<file path="src/rtl/sxr_pkg.sv">
package sxr_pkg;
  localparam int SXR_DW    = 32;
  localparam int SXR_AW    = 5;
  localparam int SXR_ALIGN = 9;

  localparam logic [SXR_AW-1:0] OFS_TX_ADDR   = 5'h00;
  localparam logic [SXR_AW-1:0] OFS_RXND_ADDR = 5'h04;
  localparam logic [SXR_AW-1:0] OFS_CTRL      = 5'h08;
  localparam logic [SXR_AW-1:0] OFS_RXD_ADDR  = 5'h0C;
  localparam logic [SXR_AW-1:0] OFS_CLEAR     = 5'h10;

  localparam logic [SXR_AW-1:0] OFS_RD_ERR    = 5'h04;
  localparam logic [SXR_AW-1:0] OFS_RD_COUNT  = 5'h0C;

  localparam int CTL_HWRST_BIT = 31;
  localparam int CTL_START_BIT = 30;
  localparam int CTL_DATA_BIT  = 29;

  localparam int CLR_ENG_BIT   = 31;
  localparam int CLR_CPU_BIT   = 30;
  localparam int CLR_TYPE_BIT  = 29;

  localparam int NUM_ADDR = 3;
  localparam int NUM_FLAG = 2;

  typedef enum logic [1:0] {
    AREA_TX   = 2'd0,
    AREA_RXND = 2'd1,
    AREA_RXD  = 2'd2
  } area_e;

  typedef enum logic {
    FLAG_ENG = 1'b0,
    FLAG_CPU = 1'b1
  } flag_e;
endpackage

</file>
<file path="src/rtl/sxr_rst_sync.sv">
module sxr_rst_sync (
  input  logic clk,
  input  logic rst_n,
  output logic rst_n_sync
);
  logic [1:0] sync_q;
  logic [1:0] sync_d;

  always_comb begin
    sync_d = {sync_q[0], 1'b1};
  end

  always_ff @(posedge clk or negedge rst_n) begin
    if (!rst_n) sync_q <= 2'b00;
    else        sync_q <= sync_d;
  end

  assign rst_n_sync = sync_q[1];
endmodule

</file>
<file path="src/rtl/sxr_addr_reg.sv">
module sxr_addr_reg #(
  parameter int DW    = 32,
  parameter int ALIGN = 9
) (
  input  logic             clk,
  input  logic             rst_n,
  input  logic             we,
  input  logic [DW-ALIGN-1:0] wdata_hi,
  output logic [DW-1:0]    q
);
  logic [DW-ALIGN-1:0] hi_q;
  logic [DW-ALIGN-1:0] hi_d;

  always_comb begin
    hi_d = hi_q;
    if (we) hi_d = wdata_hi;
  end

  always_ff @(posedge clk or negedge rst_n) begin
    if (!rst_n) hi_q <= '0;
    else        hi_q <= hi_d;
  end

  assign q = {hi_q, {ALIGN{1'b0}}};
endmodule

</file>
<file path="src/rtl/sxr_ctrl.sv">
module sxr_ctrl #(
  parameter int LEN_W = 16
) (
  input  logic             clk,
  input  logic             rst_n,
  input  logic             ctrl_we,
  input  logic             hw_bit,
  input  logic             start_bit,
  input  logic             data_bit,
  input  logic [LEN_W-1:0] len_in,
  output logic             start_o,
  output logic             is_data_o,
  output logic [LEN_W-1:0] len_o,
  output logic             hwrst_o
);
  logic             start_q, start_d;
  logic             data_q, data_d;
  logic [LEN_W-1:0] len_q, len_d;
  logic             hwrst_q, hwrst_d;

  always_comb begin
    data_d  = data_q;
    len_d   = len_q;
    hwrst_d = ctrl_we & hw_bit;
    start_d = ctrl_we & start_bit & ~hw_bit & ~hwrst_q;
    if (hwrst_q) begin
      data_d = 1'b0;
      len_d  = '0;
    end else if (ctrl_we) begin
      data_d = data_bit;
      len_d  = len_in;
    end
  end

  always_ff @(posedge clk or negedge rst_n) begin
    if (!rst_n) begin
      start_q <= 1'b0;
      data_q  <= 1'b0;
      len_q   <= '0;
      hwrst_q <= 1'b0;
    end else begin
      start_q <= start_d;
      data_q  <= data_d;
      len_q   <= len_d;
      hwrst_q <= hwrst_d;
    end
  end

  assign start_o   = start_q;
  assign is_data_o = data_q;
  assign len_o     = len_q;
  assign hwrst_o   = hwrst_q;
endmodule

</file>
<file path="src/rtl/sxr_status.sv">
module sxr_status #(
  parameter int CNT_W = 24,
  parameter int ERR_W = 8
) (
  input  logic             clk,
  input  logic             rst_n,
  input  logic             clr_all,
  input  logic             cnt_clr,
  input  logic             word_inc,
  input  logic             frame_done,
  input  logic             frame_nondata,
  input  logic             type_clr,
  input  logic             err_valid,
  input  logic [ERR_W-1:0] err_code,
  output logic [CNT_W-1:0] cnt_o,
  output logic             type_o,
  output logic [ERR_W-1:0] err_o
);
  logic [CNT_W-1:0] cnt_q, cnt_d;
  logic             type_q, type_d;
  logic [ERR_W-1:0] err_q, err_d;

  always_comb begin
    cnt_d = cnt_q;
    if (clr_all || cnt_clr) cnt_d = '0;
    else if (word_inc)      cnt_d = cnt_q + CNT_W'(1);

    type_d = type_q;
    if (clr_all)                         type_d = 1'b0;
    else if (frame_done && frame_nondata) type_d = 1'b1;
    else if (type_clr)                   type_d = 1'b0;

    err_d = err_q;
    if (clr_all)        err_d = '0;
    else if (err_valid) err_d = err_code;
  end

  always_ff @(posedge clk or negedge rst_n) begin
    if (!rst_n) begin
      cnt_q  <= '0;
      type_q <= 1'b0;
      err_q  <= '0;
    end else begin
      cnt_q  <= cnt_d;
      type_q <= type_d;
      err_q  <= err_d;
    end
  end

  assign cnt_o  = cnt_q;
  assign type_o = type_q;
  assign err_o  = err_q;
endmodule

</file>
<file path="src/rtl/sxr_irq.sv">
module sxr_irq #(
  parameter int N = 2
) (
  input  logic         clk,
  input  logic         rst_n,
  input  logic         clr_all,
  input  logic [N-1:0] set_i,
  input  logic [N-1:0] clr_i,
  output logic [N-1:0] flag_o
);
  logic [N-1:0] flag_q, flag_d;

  for (genvar g = 0; g < N; g++) begin : g_flag
    always_comb begin
      flag_d[g] = flag_q[g];
      if (clr_all)       flag_d[g] = 1'b0;
      else if (set_i[g]) flag_d[g] = 1'b1;
      else if (clr_i[g]) flag_d[g] = 1'b0;
    end
  end

  always_ff @(posedge clk or negedge rst_n) begin
    if (!rst_n) flag_q <= '0;
    else        flag_q <= flag_d;
  end

  assign flag_o = flag_q;
endmodule

</file>
<file path="src/rtl/sata_xport_regbank.sv">
module sata_xport_regbank
  import sxr_pkg::*;
#(
  parameter int DW     = 32,
  parameter int ADDR_W = 5,
  parameter int LEN_W  = 16,
  parameter int CNT_W  = 24,
  parameter int ERR_W  = 8,
  parameter int ALIGN  = 9
) (
  input  logic              clk,
  input  logic              rst_n,
  input  logic [ADDR_W-1:0] bus_addr,
  input  logic              bus_wr,
  input  logic              bus_rd,
  input  logic [DW-1:0]     bus_wdata,
  output logic [DW-1:0]     bus_rdata,
  output logic [DW-1:0]     tx_addr,
  output logic [DW-1:0]     rxnd_addr,
  output logic [DW-1:0]     rxd_addr,
  output logic              xfer_start,
  output logic              xfer_is_data,
  output logic [LEN_W-1:0]  xfer_len,
  output logic              eng_rst,
  input  logic              tx_done,
  input  logic              rx_word_inc,
  input  logic              rx_frame_done,
  input  logic              rx_frame_nondata,
  input  logic              err_valid,
  input  logic [ERR_W-1:0]  err_code,
  output logic              irq
);
  localparam int HI_W = DW - ALIGN;

  logic                rst_ni;
  logic [NUM_ADDR-1:0] addr_we;
  logic [DW-1:0]       addr_q [NUM_ADDR];
  logic                we_ctrl, we_clr;
  logic [CNT_W-1:0]    rx_count;
  logic                rx_type;
  logic [ERR_W-1:0]    err_q;
  logic [NUM_FLAG-1:0] flag_set, flag_clr, flags;
  logic [DW-1:0]       rdata_q, rdata_d;

  sxr_rst_sync u_rst (
    .clk       (clk),
    .rst_n     (rst_n),
    .rst_n_sync(rst_ni)
  );

  // write decode
  always_comb begin
    addr_we            = '0;
    addr_we[AREA_TX]   = bus_wr && (bus_addr == ADDR_W'(OFS_TX_ADDR));
    addr_we[AREA_RXND] = bus_wr && (bus_addr == ADDR_W'(OFS_RXND_ADDR));
    addr_we[AREA_RXD]  = bus_wr && (bus_addr == ADDR_W'(OFS_RXD_ADDR));
    we_ctrl            = bus_wr && (bus_addr == ADDR_W'(OFS_CTRL));
    we_clr             = bus_wr && (bus_addr == ADDR_W'(OFS_CLEAR));
  end

  for (genvar g = 0; g < NUM_ADDR; g++) begin : g_area
    sxr_addr_reg #(.DW(DW), .ALIGN(ALIGN)) u_area (
      .clk     (clk),
      .rst_n   (rst_ni),
      .we      (addr_we[g]),
      .wdata_hi(bus_wdata[DW-1:ALIGN]),
      .q       (addr_q[g])
    );
  end

  assign tx_addr   = addr_q[AREA_TX];
  assign rxnd_addr = addr_q[AREA_RXND];
  assign rxd_addr  = addr_q[AREA_RXD];

  sxr_ctrl #(.LEN_W(LEN_W)) u_ctrl (
    .clk      (clk),
    .rst_n    (rst_ni),
    .ctrl_we  (we_ctrl),
    .hw_bit   (bus_wdata[CTL_HWRST_BIT]),
    .start_bit(bus_wdata[CTL_START_BIT]),
    .data_bit (bus_wdata[CTL_DATA_BIT]),
    .len_in   (bus_wdata[LEN_W-1:0]),
    .start_o  (xfer_start),
    .is_data_o(xfer_is_data),
    .len_o    (xfer_len),
    .hwrst_o  (eng_rst)
  );

  sxr_status #(.CNT_W(CNT_W), .ERR_W(ERR_W)) u_status (
    .clk          (clk),
    .rst_n        (rst_ni),
    .clr_all      (eng_rst),
    .cnt_clr      (we_ctrl),
    .word_inc     (rx_word_inc),
    .frame_done   (rx_frame_done),
    .frame_nondata(rx_frame_nondata),
    .type_clr     (we_clr && bus_wdata[CLR_TYPE_BIT]),
    .err_valid    (err_valid),
    .err_code     (err_code),
    .cnt_o        (rx_count),
    .type_o       (rx_type),
    .err_o        (err_q)
  );

  always_comb begin
    flag_set           = '0;
    flag_clr           = '0;
    flag_set[FLAG_ENG] = tx_done || rx_frame_done;
    flag_set[FLAG_CPU] = xfer_start;
    flag_clr[FLAG_ENG] = we_clr && bus_wdata[CLR_ENG_BIT];
    flag_clr[FLAG_CPU] = we_clr && bus_wdata[CLR_CPU_BIT];
  end

  sxr_irq #(.N(NUM_FLAG)) u_irq (
    .clk    (clk),
    .rst_n  (rst_ni),
    .clr_all(eng_rst),
    .set_i  (flag_set),
    .clr_i  (flag_clr),
    .flag_o (flags)
  );

  assign irq = |flags;

  // registered read path
  always_comb begin
    rdata_d = '0;
    if (bus_rd) begin
      if (bus_addr == ADDR_W'(OFS_RD_ERR)) begin
        rdata_d[ERR_W-1:0] = err_q;
      end else if (bus_addr == ADDR_W'(OFS_RD_COUNT)) begin
        rdata_d[DW-1]      = rx_type;
        rdata_d[CNT_W-1:0] = rx_count;
      end
    end
  end

  always_ff @(posedge clk or negedge rst_ni) begin
    if (!rst_ni) rdata_q <= '0;
    else         rdata_q <= rdata_d;
  end

  assign bus_rdata = rdata_q;
endmodule

</file>
<file path="config.mk">
export PLATFORM = sky130hd
export DESIGN_NAME = sata_xport_regbank
export DESIGN_NICKNAME = d
export VERILOG_FILES = /design/src/rtl/sxr_pkg.sv /design/src/rtl/sxr_rst_sync.sv /design/src/rtl/sxr_addr_reg.sv /design/src/rtl/sxr_ctrl.sv /design/src/rtl/sxr_status.sv /design/src/rtl/sxr_irq.sv /design/src/rtl/sata_xport_regbank.sv
export SDC_FILE = /design/constraint.sdc
export NUM_CORES = 1
export LEC_CHECK = 0
export ABC_AREA = 1
export BUFFER_PORTS_ARGS = -buffer_cell sky130_fd_sc_hd__clkbuf_2
export CORE_ASPECT_RATIO = 0.7
export CORE_MARGIN = 5
export CORE_UTILIZATION = 30
export CTS_CLUSTER_SIZE = 40
export DETAILED_ROUTE_END_ITERATION = 10
export PLACE_DENSITY = 0.57
export SETUP_SLACK_MARGIN = 0.1
export SLEW_MARGIN = 30
export SYNTH_ARGS = -nofsm -noshare
export SYNTH_HDL_FRONTEND = slang
export SYNTH_HIERARCHICAL = 1
export SYNTH_SLANG_ARGS = --single-unit
export TNS_END_PERCENT = 50
</file>
<file path="constraint.sdc">
create_clock -name clk -period 8.2 [get_ports clk]
set_input_delay 0 -clock clk [delete_from_list [all_inputs] [get_ports clk]]
set_output_delay 0 -clock clk [all_outputs]
set_load 0.05 [all_outputs]
</file>
==> results of run 1 <==
[layout make-up]
class                      count  area [um2]  area share (%)
clock buffer                  17       425.4           4.874
clock inverter                15       161.4           1.849
inverter                      57       216.5           2.480
multi-input combinational    558        2364           27.08
sequential                   150        3757           43.05
tap                          282       352.8           4.042
timing repair buffer         230        1451           16.63
[repair_timing]
item,in CTS,in global routing
hold buffers,57,0
gates resized for setup,0,0
hold endpoints to repair,111,0
setup endpoints to repair,0,0
[synth_stat cells, drive strengths merged]
cell / instances / area (um2)
nand2: 327 / 1240
dfrtp: 150 / 3754
nor2: 88 / 370.4
buf: 58 / 489.2
inv: 56 / 212.7
nand3: 47 / 257.8
a21oi: 22 / 110.1
o21ai: 14 / 70.07
nand4: 10 / 62.56
o211ai: 8 / 60.06
conb: 5 / 18.77
nor3: 3 / 15.01
or2: 3 / 18.77
clkbuf: 1 / 3.750
clkinv: 1 / 3.750
ha: 1 / 12.51
[layout by cell type, fill, tap and decap left out, types with 8 or more instances in the layout]
cell type,n
conb_1,35
clkbuf_2,167
clkbuf_16,17
inv_1,50
o21ai_0,14
dfrtp_1,149
a21oi_1,22
o211ai_1,8
nand4_1,10
nand3_1,44
nand2_1,324
nor2_1,78
dlygate4sd3_1,57
[worst reg2reg max path, delay by kind of cell (launching register included)]
kind / cells / cell delay [ns]
simple gates: 7 / 1.30
flops: 1 / 0.57
[sequential cells by signal (all words and copies together) (netlist names)]
signal and count:
bus_rdata 25, u_ctrl/len_o 16, u_ctrl/start_o 1, u_rst/sync_q 2, u_status/cnt_o 24, g_area.u_area/hi_q 69
u_status/type_o 1, u_ctrl/hwrst_o 1, u_irq/flag_o 2, u_ctrl/is_data_o 1, u_status/err_o 8
[through the flow]
step | total power, mW | area, um2 | cells | hold slack, ns
3_5_place_dp | 1.522 | 7571 | 1220 | -0.2051
4_1_cts | 2.327 | 8728 | 1309 | 0.01518
6_report | 2.302 | 8728 | 1309 | 0.03504
5_1_grt | 2.412 | 8728 | 1309 | 0.08121
2_1_floorplan | 1.374 | 6812 | 824 | -0.2956
3_3_place_gp | 1.516 | 7571 | 1220 | -0.2076
[power groups by stage]
stage	clock network, mW	logic, mW	registers (mW)
after floorplan	0	0.168	1.21
after global placement	0	0.582	0.934
after CTS	0.797	0.609	0.922
after global routing	0.827	0.650	0.935
final	0.775	0.605	0.921
after detailed placement	0	0.588	0.934
[metal layers]
metal	track usage [%]	part of all wire [%]
met2	22.00	43
met1	21.96	50
met5	0	0
met4	3.358	0.88
met3	4.186	5.5
[cells by family after synthesis]
kind of cell               count (synthesis)  synth area share (%)
DFF                                      150                 56.03
adders and majority gates                  1                0.1867
buffers and inverters                    116                 10.59
other                                      5                0.2802
and+or+nand+nor                          478                 29.32
AOI/OAI and AO/OA                         44                 3.586
[path summary, 6_finish.rpt]
| check | start | to | slack, ns | depth (start not counted) |
|---|---|---|---|---|
| worst max-delay path | u_ctrl/hwrst_o | u_status/cnt_o[21] | 6.27 | 7 |
| worst min-delay path | bus_addr[0] | bus_rdata[0] | 0.04 | 5 |
| worst max register to register | u_ctrl/hwrst_o | u_status/cnt_o[21] | 6.27 | 7 |
| worst min register to register | u_rst/sync_q[1] | bus_rdata[1] | 0.24 | 0 |
| max in group asynchronous | u_rst/sync_q[1] | g_area[1].u_area/hi_q[6] | 6.81 | 1 |
| min in group asynchronous | u_rst/sync_q[1] | bus_rdata[1] | 0.24 | 0 |
==> metrics.md, run 1 <==
| Metric | Value |
|---|---|
| Hold crit path type | primary input to register |
| Ys Warns | 6 |
| Switch Pwr | around 0.89 mW |
| Slew @ Worst Pin | just over 0.8 ns |
| I/O Pins | between 200 and 250 |
| Max-slew violations | 0 |
| Drt pass-1 iters | 5 |
| RD Place Congestion | about 0.84 |
| Largest net degree at the start of global routing | 65 |
| Post-Syn Instances | just under 800 |
| FMAX | 517.0 MHz |
| # fillers | 2218 |
| Max-cap violations | 0 |
| Via count | ~5.7k |
| Outcome | complete, no violations |
| Tcrit/Tclk final | a little under a quarter |
| Port Buf Inserts | around 170 |
| H-tree levels | 4 |
| Setup CP Type | register to register |
| Synthesized flop and latch total | 150 |
| # DRC | 0 |
| Pre-CTS WS | 6.056 ns |
| Max Buffers Root-to-Sink | 2 |
| Initial DRC count | 370 |
| TritonCTS clock tree | done |
| Min Tclk post-route | 1.934 ns |
| WL/cell | 14.52 um |
| Final WS setup | 6.266 ns |
| Cell area power density | 263.8 nW/um2 |
| GR Util All Layers | around 15% |
| Sequential share of the synthesized area | 56.03% |
| Post-CTS setup buffer count | 0 |
| Crit-path max FO | 25 |
| Layout cells sized above 1 | 22.69% |
| Core area | ~22000 um2 |
| Ant diodes | 0 |
| HPWL after detailed placement | 13640 um |
| Synthesis-to-finish area growth | 30.30% |
| Cell family with the largest share of critical-path delay | simple AND/OR/NAND/NOR gates |
| CTS Buf Count | 17 |
| Vias per Instance | 4.384 |
| Syn_area_per_cell | 8.437 um2 |
| Crit path cell chain | nor2_4 -> nand2_4 -> nand2_2 -> nor2_1 -> nand3_1 -> nand2_1 -> nor2_1 |
| Total Wirelength | 19010 um |
| Clk Latency, worst-skew pair | 0.42 ns |
| Peak supply drop | 143.4 uV |
| Sequential Power Share | 40.0% |
| CP Launch Type | register |
| Worst EP required | 8.55 ns |
| CP max stage delay | 0.58 ns |
| Synthesized cell area | about 6700 um2 |
| Count of nets after finishing | approximately 1.1k |
| Fin Clk Skew | 0.009651 ns |
| Overflow after GRT | 0 |
| CTS clk-pin slew, worst paths | 0.06 ns |
| Root Driver | clkbuf_16 |
| Int Power | 1.408 mW |
| Worst path bufs/invs | 0 |
| Slowest CP cell | nor2_4 |
| Synth unique cells | 27 |
| Antenna Violating Nets Remaining | 0 |
| Max-slew headroom | between 40 and 50% |
| Row count | 45 |
| Final setup TNS | 0 ns |
| WP data arrival | 2.28 ns |
| First-pass GRT wire length | 30270 um |
| Die X | around 190 um |
| Pleak | between 4 and 5 nW |
| CP endpoint kind | register |
| CTS Sinks | 150 |
| Final-report setup violation count | 0 |
| Worst path most repeated cell | nor2_1 |
| Die area | 25470 um2 |
| Initial Util | 30.66% |
| Number of global-route vias before repair | 5469 |
| Sw Ratio | 38.86% |
| Die Ht | 135.0 um |
| Clk pwr share | 33.7% |
| Final hold vios | 0 |
| Final design utilization | between 30% and 40% |
| RSZ-0062 raised after global routing | no |
| Initial antenna violation count | 0 |
| Combinational Power Share | a little over a quarter |
No activity file was read; power rests on OpenSTA's default activity.
==> inputs of run 2 (changes only) <==
==> constraint.sdc (replaced) <==
create_clock -name clk -period 1.85 [get_ports clk]
set_input_delay 0 -clock clk [delete_from_list [all_inputs] [get_ports clk]]
set_output_delay 0 -clock clk [all_outputs]
set_load 0.05 [all_outputs]
==> metrics.md, run 2 (synthesis gave the netlist of run 1 again) <==
| Metric | Value |
|---|---|
| Outcome | complete, no violations |
| Hold buffer count at CTS | 56 (-1.8%) |
| # fillers | 2173 (-2.0%) |
| CP Launch Type | register |
| # DRC | 0 (unchanged) |
| Initial Util | 30.66% (unchanged) |
| Most frequent cells in the layout | nand2_1, clkbuf_2, dfrtp_1 |
| Slowest CP cell | dfrtp_1 |
| HPWL after detailed placement | 13900 um (+1.9%) |
| Pleak | 4.856 nW (+1.4%) |
| Cell area power density | 1154 nW/um2 (+340%) |
| Port Buf Inserts | 167 (unchanged) |
| Worst EP required | 2.15 ns (-6.40 ns) |
| WP data arrival | 1.94 ns (-0.34 ns) |
| Layout cells sized above 1 | 23.60% (+0.92 points) |
| Ant diodes | 0 (unchanged) |
| Setup CP Type | register to register |
| Met3 Use GR | 4.134% (-0.052 points) |
| CTS Sinks | 150 (unchanged) |
| First-pass GRT wire length | 30510 um (+0.80%) |
| Commonest non-fill, non-tap cell in the layout | nand2_1 |
| Met2 GRT Util | 22.28% (+0.28 points) |
| Overflow after GRT | 0 (unchanged) |
| Clk pwr share | 33.5% (-0.2 points) |
| CTS clk-pin slew, worst paths | 0.07 ns (about the same) |
| Largest register FFs | 69 (unchanged) |
| CP max stage delay | 0.56 ns (-0.02 ns) |
| Die Ht | 135.0 um (unchanged) |
| RD Place Congestion | 0.8344 (-0.69%) |
| Vias per Instance | 4.352 (-0.75%) |
| Switch Pwr | 3.937 mW (+340%) |
| Fin Clk Skew | 0.009921 ns (+0.0002699 ns) |
| Max-slew violations | 0 (unchanged) |
| Max-cap violations | 0 (unchanged) |
| Synthesis-to-finish area growth | 32.09% |
| Drt pass-1 iters | 5 (unchanged) |
| Die area | 25470 um2 (unchanged) |
| Worst hold path depth | 4 (-1) |
| Root Driver | clkbuf_16 |
| I/O Pins | 202 (unchanged) |
| Die X | 188.6 um (unchanged) |
| Post_cts resized | 0 (unchanged) |
| Final setup TNS | 0 ns (unchanged) |
| Slew @ Worst Pin | 0.5275 ns (-0.3029 ns) |
| CP endpoint kind | register |
| Max Buffers Root-to-Sink | 2 (unchanged) |
| CTS Buf Count | 17 (unchanged) |
| RSZ-0062 raised after global routing | no |
| GRT Max-Usage Layer | met2 |
| Combinational Power Share | 26.5% (+0.2 points) |
| GR Util All Layers | 15.15% (+0.19 points) |
| WL/cell | 14.60 um (+0.55%) |
| R2r setup slk | 0.21 ns (-6.05 ns) |
| Max-slew headroom | 64.83% (+20 points) |
| Total Wirelength | 19280 um (+1.4%) |
| Count of nets after finishing | 1080 (+1.0%) |
| Non-filler cells, final | 1320 (+0.84%) |
| Tcrit/Tclk final | 88.48% (+65 points) |
| H-tree levels | 4 (unchanged) |
| Hold crit path type | primary input to register |
| Sequential Power Share | 40.0% (about the same) |
| FMAX | 610.9 MHz (+18%) |
| R2R cell count | 4 (-3) |
| Number of global-route vias before repair | 5499 (+0.55%) |
| Initial DRC count | 351 (-5.1%) |
| Min Tclk post-route | 1.637 ns (-0.2972 ns) |
| Antenna Violating Nets Remaining | 0 (unchanged) |
| Hold EP | bus_rdata[0] |
| Initial antenna violation count | 0 (unchanged) |
| Via count | 5744 (+0.087%) |
| Met1 GRT Util | 22.03% (+0.069 points) |
| Reg2reg start | u_ctrl/hwrst_o |
| Peak supply drop | 593.6 uV (+310%) |
| Post-CTS setup buffer count | 0 (unchanged) |
| R2R Path End | u_status/err_o[3] |
| Core area | 21850 um2 (unchanged) |
| Crit-path max FO | 8 (-68%) |
| Largest register by flop count | g_area.u_area/hi_q |
| TritonCTS clock tree | done |
| Hold Crit Start | bus_addr[2] |
| Int Power | 6.278 mW (+350%) |
| Crit path cell chain | inv_1 -> nand3_1 -> dlygate4sd3_1 -> o21ai_0 |
| Largest net degree at the start of global routing | 33 (-49%) |
| Final-report setup violation count | 0 (unchanged) |
| Sw Ratio | 38.54% (-0.32 points) |
| # placed instances | 1232 (+0.98%) |
| Final hold vios | 0 (unchanged) |
| Clk Latency, worst-skew pair | 0.42 ns (about the same) |
| Row count | 45 (unchanged) |
-- run 2: cell types whose count changed in the layout (fill, tap and decap cells not counted) --
cell	before	now
buf_12	0	4
buf_4	6	14
clkbuf_8	0	1
clkinv_2	1	3
clkinv_4	2	1
clkinv_8	1	0
dlygate4sd3_1	57	56
inv_6	5	4
-- run 2: critical path: cells and delay by family, from the launching register on --
family          cells  cell delay, ns
buf+inv             2            0.76
flops               1            0.56
simple gates        1            0.12
compound gates      1            0.08
-- run 2: per-layer routing --
metal  vias to the layer above  part of all wire, %
met5                         -                    0
met4                         0                  1.4
met3                        19                  5.5
met2                       164                   42
met1                      2706                   51
li1                       2855                    -
-- run 2: layout make-up --
type,instances,area (um2),area share [%]
Sequential cell,150,3757,42.46
Multi-Input combinational cell,558,2364,26.71
Timing Repair Buffer,241,1582,17.87
Clock buffer,18,439.2,4.963
Tap cell,282,352.8,3.988
Inverter,57,216.5,2.446
Clock inverter,14,137.6,1.555
-- run 2: how the worst max path moves through the flow --
stage	from	end	slack [ns]	cells past startpoint
after CTS	u_ctrl/hwrst_o	u_status/err_o[3]	0.23	4
after global routing	u_status/cnt_o[1]	u_status/cnt_o[10]	0.12	8
after global placement	u_status/cnt_o[1]	u_status/cnt_o[14]	0.33	8
after floorplan	bus_addr[1]	u_status/cnt_o[21]	0.18	10
after detailed placement	u_status/cnt_o[1]	u_status/cnt_o[10]	0.34	8
final	u_ctrl/hwrst_o	u_status/err_o[3]	0.21	4
-- run 2: per-stage QoR --
| step | power [mW] | area [um2] | util [%] | worst slack [ns] | hold WS, ns |
|---|---|---|---|---|---|
| 5_1_grt | 10.70 | 8848 | 40.50 | 0.1224 | 0.07554 |
| 2_1_floorplan | 6.088 | 6815 | - | 0.1829 | -0.2956 |
| 3_3_place_gp | 6.751 | 7711 | 35.30 | 0.3305 | -0.2121 |
| 4_1_cts | 10.32 | 8848 | 40.50 | 0.2297 | 0.03764 |
| 6_report | 10.21 | 8848 | 40.50 | 0.2131 | 0.05061 |
| 3_5_place_dp | 6.774 | 7711 | 35.30 | 0.3351 | -0.2107 |
-- run 2: power groups by stage --
stage | logic (mW) | clock network, mW | registers [mW]
final | 2.71 | 3.42 | 4.08
after global routing | 2.89 | 3.67 | 4.14
after CTS | 2.73 | 3.51 | 4.09
after detailed placement | 2.63 | 0 | 4.14
after global placement | 2.62 | 0 | 4.14
after floorplan | 0.745 | 0 | 5.34
